**config.mk**
```make
export PLATFORM = sky130hd
export DESIGN_NAME = serial_frame_tx
export DESIGN_NICKNAME = d
export VERILOG_FILES = /design/src/rtl/serial_frame_tx.sv
export SDC_FILE = /design/constraint.sdc
export NUM_CORES = 1
export LEC_CHECK = 0
export BUFFER_PORTS_ARGS = -buffer_cell sky130_fd_sc_hd__buf_2
export CAP_MARGIN = 20
export CORE_MARGIN = 10
export CORE_UTILIZATION = 30
export DETAILED_ROUTE_END_ITERATION = 10
export PLACE_DENSITY_LB_ADDON = 0.2
export SLEW_MARGIN = 15
export SYNTH_ARGS = -nofsm -noshare
export SYNTH_HDL_FRONTEND = slang
export SYNTH_SLANG_ARGS = --single-unit
```
**constraint.sdc**
```tcl
create_clock -name clk -period 2.67 [get_ports clk]
set_input_delay 0.1335 -clock clk [delete_from_list [all_inputs] [get_ports clk]]
set_output_delay 0.1335 -clock clk [all_outputs]
set_load 0.03 [all_outputs]
```
**src/rtl/serial_frame_tx.sv**
```systemverilog
module serial_frame_tx #(
  parameter int DEPTH = 4
) (
  input  logic       clk,
  input  logic       rst_n,
  input  logic       en_main,
  input  logic       en_tx,
  input  logic       baud_tick,
  input  logic       wr_valid,
  input  logic [7:0] wr_data,
  input  logic [1:0] char_len,
  input  logic       par_en,
  input  logic       par_even,
  input  logic       par_stick,
  input  logic       stop_two,
  input  logic       brk,
  output logic       tx_line,
  output logic       busy,
  output logic       q_full,
  output logic       q_empty
);
  localparam int AW = (DEPTH > 1) ? $clog2(DEPTH) : 1;
  localparam int CW = $clog2(DEPTH + 1);

  typedef enum logic [2:0] {S_IDLE, S_START, S_DATA, S_PAR, S_STOP1, S_STOP2} st_t;

  logic [7:0]    mem [DEPTH];
  logic [AW-1:0] wp, rp;
  logic [CW-1:0] cnt;
  st_t           st;
  logic [7:0]    sh;
  logic [2:0]    left;
  logic          line, pen_q, pbit_q, two_q;

  assign q_full  = (cnt == CW'(DEPTH));
  assign q_empty = (cnt == '0);
  assign busy    = (st != S_IDLE);
  assign tx_line = line & ~brk;

  wire       push      = wr_valid & ~q_full;
  wire       last_stop = (st == S_STOP1 & ~two_q) | (st == S_STOP2);
  wire       launch    = baud_tick & en_main & en_tx & ~brk & ~q_empty & (st == S_IDLE | last_stop);
  wire [7:0] masked    = mem[rp] & (8'hFF >> (2'd3 - char_len));
  wire       calc_par  = par_even ? ^masked : ~^masked;
  wire       par_bit   = par_stick ? ~par_even : calc_par;

  function automatic logic [AW-1:0] nxt(input logic [AW-1:0] p);
    return (p == AW'(DEPTH - 1)) ? '0 : p + 1'b1;
  endfunction

  always_ff @(posedge clk) begin
    if (push) mem[wp] <= wr_data;
  end

  always_ff @(posedge clk) begin
    if (!rst_n) begin
      wp  <= '0;
      rp  <= '0;
      cnt <= '0;
    end else begin
      if (push)   wp <= nxt(wp);
      if (launch) rp <= nxt(rp);
      cnt <= cnt + CW'(push) - CW'(launch);
    end
  end

  always_ff @(posedge clk) begin
    if (!rst_n) begin
      st     <= S_IDLE;
      line   <= 1'b1;
      sh     <= '0;
      left   <= '0;
      pen_q  <= 1'b0;
      pbit_q <= 1'b0;
      two_q  <= 1'b0;
    end else if (launch) begin
      sh     <= masked;
      left   <= {1'b0, char_len} + 3'd4;
      pen_q  <= par_en;
      pbit_q <= par_bit;
      two_q  <= stop_two;
      line   <= 1'b0;
      st     <= S_START;
    end else if (baud_tick) begin
      case (st)
        S_START: begin
          line <= sh[0];
          sh   <= sh >> 1;
          st   <= S_DATA;
        end
        S_DATA: begin
          if (left == '0) begin
            line <= pen_q ? pbit_q : 1'b1;
            st   <= pen_q ? S_PAR : S_STOP1;
          end else begin
            line <= sh[0];
            sh   <= sh >> 1;
            left <= left - 1'b1;
          end
        end
        S_PAR: begin
          line <= 1'b1;
          st   <= S_STOP1;
        end
        S_STOP1: st <= two_q ? S_STOP2 : S_IDLE;
        S_STOP2: st <= S_IDLE;
        default: st <= S_IDLE;
      endcase
    end
  end
endmodule

```
==> results.md, run 1 <==
- Status: completed
- DRT antenna net count: 0
- Startpoint Class: register
- First-pass GRT wire length: 8769 µm
- Root Buffer: clkbuf_8
- Layout Nets: ~280
- Maximum number of pins on one net before global-route repair: 27
- Diodes inserted: 0
- Hpwl dp: 3626 µm
- Critical path class: reg -> reg
- Cells after Synth: 218
- Starting Density: 0.3095
- Worst Path Arrival: between 2 and 3 ns
- Hold depth: 1
- VDD IR max: between 0.0003 and 0.0004 V
- Total GRT Usage: 0.08418
- Hold Fails Final Rpt: 0
- Worst Hold Class: in -> reg
- Fin cells: 363
- Vias post-DR: approximately 1700
- Mean routed wirelength per cell: between 10 and 15 µm
- Max-cap viol count: 0
- Synth area leaders: edfxtp_1 (36%), dfxtp_1 (20%), ha_1 (4.2%)
- Hold slack: approximately 0.019 ns
- Die X: 114.8 µm
- DRC violations left: 0
- DR vias/cell: between 4 and 5
- Detailed Routing Iterations Pass 1: 4
- Synthesis warning total: 0
- Pleak: 1.247 nW
- Core Rows: 34
- Skew-Pair Late Insertion Delay: 0.33 ns
- # setup viols final: 0
- Layout cells sized above 1: 0.2000
- Synth Cell Area: approximately 2700 µm²
- Slew @ Worst Pin: 0.5061 ns
- Post-synthesis register bit count: 59
- Worst Setup End Kind: register
- Number of port buffers: 24
- Final worst setup slack: about 0.31 ns
- Reg2reg path depth: 10
- Share of the synthesized area in the top cell type: 0.3561
- Ports: 25
- Clk_skew: 0.008315 ns
- Initial antenna violation count: 0
- Final Max Slew Viols: 0
- Final GP Congestion: 0.6948
- Most frequent cells in the layout: edfxtp_1 (32), dfxtp_1 (27), buf_2 (24)
- RSZ-0062 raised after global routing: false
- Register area share after synthesis: 0.5563
- Commonest non-fill, non-tap cell in the layout: edfxtp_1
- Vias in the first global route: approximately 1800
- P&R area growth vs syn: 18.27%
- Slew headroom: 0.6590
- DRT Wirelength: between 5000 and 6000 µm
- CTS tree: yes
- Syn nets: roughly 250
- PD cells: ~750 nW/µm²
- CTS Buf Count: 9
- Die height: between 100 and 150 µm
- H-tree depth: 3
- Synth area leader: edfxtp_1
- Crit-path max FO: 4
- Worst Path Required: between 2 and 3 ns
- Final min period: ~2.4 ns
- Global route overflow: 0
- EDFF count, synth: 32
- Clock Path Buffers: 2
- Post-synth top flop: edfxtp_1
- Core area: just under 9000 µm²
- Setup tns final: 0 ns
- Worst slack at placement: around 0.32 ns
- DRT iter0 DRCs: around 70
- Upper clock frequency limit: approximately 420 MHz
- Yosys cell types: between 40 and 50
- Post-Place Cells: ~350
- Fraction of registers with async set/reset: 0
- Clock sink total: 59
- Register clock-pin slew on the reported worst setup and hold paths: 0.07 ns
- Final Cycle Share: 0.8822
- Mean post-synth cell area: 12.38 µm²
- Die Area: between 10000 and 15000 µm²
-- metal layers --
layer / track usage / vias to the layer above / part of all wire
met1: 0.1004 / 793 / 0.47
met4: 0.02228 / 0 / 0.0097
met3: 0.04167 / 5 / 0.063
li1: - / 852 / -
met5: 0 / - / 0
met2: 0.1321 / 34 / 0.46
-- logic make-up after synthesis --
family	Yosys count	share of synthesized area
xor+xnor	8	0.03384
mux	16	0.1020
fa+ha+maj	10	0.04914
buf+inv	22	0.03338
compound gates	33	0.09041
simple gates	70	0.1349
flops	59	0.5563
-- flip-flops by register name, summed over array words and instances, names as in the netlist, named ones only --
| signal | flops |
|---|---|
| cnt | 3 |
| left | 3 |
| line | 1 |
| mem | 32 |
| pbit_q | 1 |
| pen_q | 1 |
| rp | 2 |
| sh | 8 |
| st | 3 |
| two_q | 1 |
| wp | 2 |
-- cell type report --
type                            instances  area, µm²
Fill cell                             864       5529
Tap cell                              108      135.1
Multi-Input combinational cell        137       1112
Timing Repair Buffer                   32      185.2
Inverter                               11      41.29
Clock inverter                          7      92.59
Clock buffer                            9      123.9
Sequential cell                        59       1501
-- worst max-delay path, stage by stage (launching register included) --
cell      delay [ns]
dfxtp_1         0.35
or3_1           0.40
o211ai_1        0.13
inv_1           0.09
ha_1            0.27
inv_1           0.04
ha_1            0.18
fa_1            0.37
xor2_1          0.16
xnor2_1         0.12
and2_1          0.15
-- what timing repair did --
| action | in CTS | in global routing |
|---|---|---|
| hold buffers | 2 | 0 |
| hold endpoints to repair | 8 | 0 |
| buffers inserted | 0 | 0 |
| gates resized for setup | 0 | 0 |
-- Yosys cell counts (all sizes together), types with 3 or more instances --
library cell,instances
o211a,5
a21boi,6
nand2,23
ha,9
xor2,4
dfxtp,27
inv,11
nand3,4
and2,9
mux2i,8
clkbuf,10
mux4,8
edfxtp,32
xnor2,3
nor3,4
nor2,7
nor3b,3
o21ai,9
nor2b,11
-- metrics by stage --
step / power, W / util / area (µm²)
floorplan: 0.001398 / - / 2704
global placement: 0.001528 / 0.3389 / 2955
detailed placement: 0.001530 / 0.3389 / 2955
CTS: 0.002421 / 0.3660 / 3192
global route: 0.002518 / 0.3660 / 3192
finish: 0.002384 / 0.3660 / 3192
-- power by group --
group          internal [W]  switching [W]
clock network      0.000522       0.000360
logic              0.000189       0.000238
registers           0.00104      0.0000345
-- path summary, 6_finish.rpt --
path,from,to,slack [ns]
hold reg to reg,two_q,two_q,0.50
setup / recovery,cnt[1],cnt[2],0.31
setup reg to reg,cnt[1],cnt[2],0.31
hold / removal,wr_data[6],mem[3][6],0.02
Power figures use the tool's default switching activity.
==> run 2, diff against run 1 <==
- ABC_AREA: not set -> 1
- SLEW_MARGIN: 15 -> 10
==> results.md, run 2 <==
- CTS tree: yes
- Number of flip-flops in the largest register: 32
- Clock Path Buffers: 2
- Mean post-synth cell area: approximately 8.6 µm²
- Core Rows: 36
- Syn nets: 381
- EDFF count, synth: 32
- Global route overflow: 0
- Register clock-pin slew on the reported worst setup and hold paths: roughly 0.080 ns
- RSZ-0062 raised after global routing: false
- Upper clock frequency limit: around 500 MHz
- Mean routed wirelength per cell: 12.06 µm
- Critical Path Start: st[0]
- Layout Nets: about 420
- Critical path endpoint: cnt[2]
- VDD IR max: ~0.00027 V
- Final worst setup slack: slightly below 0.7 ns
- Synthesis warning total: 0
- Slew @ Worst Pin: ~0.52 ns
- Critical path class: reg -> reg
- Final min period: ~2.0 ns
- Skew-Pair Late Insertion Delay: 0.34 ns
- Slew headroom: 0.6498
- Worst R2R Start: st[0]
- Die height: 120.2 µm
- DRT Wirelength: 6380 µm
- Post-synthesis register bit count: 59
- H-tree depth: 3
- Cells after Synth: 350
- Worst Hold Class: in -> reg
- Ports: 25
- Setup bufs post-CTS: 0
- Clk_skew: roughly 0.0092 ns
- DR vias/cell: roughly 4.4
- Worst slack at placement: 0.6951 ns
- Hold Fails Final Rpt: 0
- DRT antenna net count: 0
- Diodes inserted: 0
- Vias in the first global route: between 2000 and 2500
- Clock sink total: slightly below 60
- Worst Path Arrival: roughly 2.2 ns
- Reg2reg path depth: 11
- DRC violations left: 0
- Maximum number of pins on one net before global-route repair: 25
- Reg-to-reg slack, setup: between 0.6 and 0.7 ns
- Total GRT Usage: 0.09348
- DRT iter0 DRCs: about 110
- Final Cycle Share: 0.7463
- Max-cap viol count: 0
- Layout cells sized above 1: 0.2348
- Most frequent cells in the layout: nand2_1 (99), inv_1 (39), edfxtp_1 (32)
- Count leader, synth: nand2_1
- Vias post-DR: approximately 2300
- Post-synth top flop: edfxtp_1
- Detailed Routing Iterations Pass 1: 4
- P&R area growth vs syn: 17.10%
- Final GP Congestion: about 0.75
- Yosys cell types: 35
- Core area: 9774 µm²
- Fraction of registers with async set/reset: 0
- Worst Setup End Kind: register
- Die Area: 14460 µm²
- Final Max Slew Viols: 0
- PD cells: between 600 and 700 nW/µm²
- Setup tns final: 0 ns
- Starting Density: 0.3084
- FF-to-FF End: cnt[2]
- Share of the synthesized area in the top cell type: 0.3188
- # setup viols final: 0
- Root Buffer: clkbuf_8
- Startpoint Class: register
- Hpwl dp: between 4000 and 5000 µm
- Synth area leader: edfxtp_1
- Die X: between 100 and 150 µm
- Synth top cells by count: nand2_1 (99), inv_1 (39), edfxtp_1 (32)
- Synth area leaders: edfxtp_1 (32%), dfxtp_1 (18%), nand2_1 (12%)
- Crit-path max FO: 7
- Biggest regs: mem: 32 flops, sh: 8 flops
- Worst Path Required: ~2.9 ns
- Commonest non-fill, non-tap cell in the layout: nand2_1
- Synth Cell Area: 3014 µm²
- CTS Buf Count: 9
- Status: completed
- Initial antenna violation count: 0
- Largest Register: mem
- First-pass GRT wire length: between 10000 and 15000 µm
- Register area share after synthesis: 0.4981
- Pleak: 1.530 nW
- Number of port buffers: 24
==> run 2: changes by cell type after synthesis, sizes merged, moves of 12 or more <==
cell / previous run / this run
nand3: 4 / 32
o21ai: 9 / 21
nand2: 23 / 116
a21oi: 2 / 18
inv: 11 / 47
nor2: 7 / 20
==> run 2: where the power goes <==
group	switching, W	internal (W)	total (W)
clock network	0.000385	0.000340	0.000725
registers	0.0000446	0.00105	0.00109
logic	0.000326	0.000188	0.000514
total	0.000756	0.00158	0.00233
==> run 2: metrics by stage <==
step	utilization	cells	area (µm²)	total power, W	hold WS (ns)
floorplan	-	350	3019	0.001490	0.2324
global placement	0.3368	507	3292	0.001624	0.3540
detailed placement	0.3368	507	3292	0.001628	0.3519
CTS	0.3601	528	3520	0.002368	0.004008
global route	0.3611	529	3530	0.002495	0.001969
finish	0.3611	529	3530	0.002332	0.01774
==> run 2: what timing repair did <==
action | in CTS | in global routing
endpoints found under the setup margin | 0 | 0
endpoints found under the hold margin | 20 | 4
hold buffers | 5 | 1
resized for setup | 0 | 0
==> run 2: layout make-up <==
type	instances	area, µm²
inverters	47	183.9
fillers	1021	6245
well taps	133	166.4
multi-input cells	235	1252
clock inverters	7	53.80
clock buffers	9	123.9
flip-flops and latches	59	1501
repair buffers	39	247.7
==> run 2: kinds of logic after synthesis <==
logic type      share of synthesized area
fa+ha+maj                         0.04400
buf+inv                           0.08800
compound gates                    0.09963
simple gates                       0.2644
xor+xnor                         0.005813
flops                              0.4981
==> run 2: worst min path at each step <==
stage	startpoint	endpoint	slack, ns	cells after the start
4_1_cts	wr_data[4]	mem[2][4]	0.004	1
5_1_grt	wr_data[4]	mem[2][4]	0.002	1
6_report	wr_data[4]	mem[2][4]	0.02	1
3_5_place_dp	wr_data[5]	mem[0][5]	0.35	1
3_3_place_gp	wr_data[0]	mem[0][0]	0.35	1
2_1_floorplan	wr_data[0]	mem[0][0]	0.23	0
==> run 2: layer usage <==
| layer | vias to the layer above | track usage | routed length (µm) |
|---|---|---|---|
| met2 | 28 | 0.1541 | 3037 |
| met1 | 1080 | 0.1116 | 3046 |
| met4 | 0 | 0.04449 | 93 |
| met3 | 6 | 0.02420 | 203 |
| met5 | - | 0 | 0 |
| li1 | 1221 | - | - |
==> run 2: critical path, stage by stage (launching register included) <==
cell     delay [ns]
dfxtp_1        0.45
nor2_2         0.08
inv_1          0.09
o21ai_2        0.06
nand3_2        0.07
inv_2          0.04
ha_1           0.27
inv_1          0.04
ha_1           0.18
fa_1           0.38
xnor2_1        0.16
nor2_1         0.05
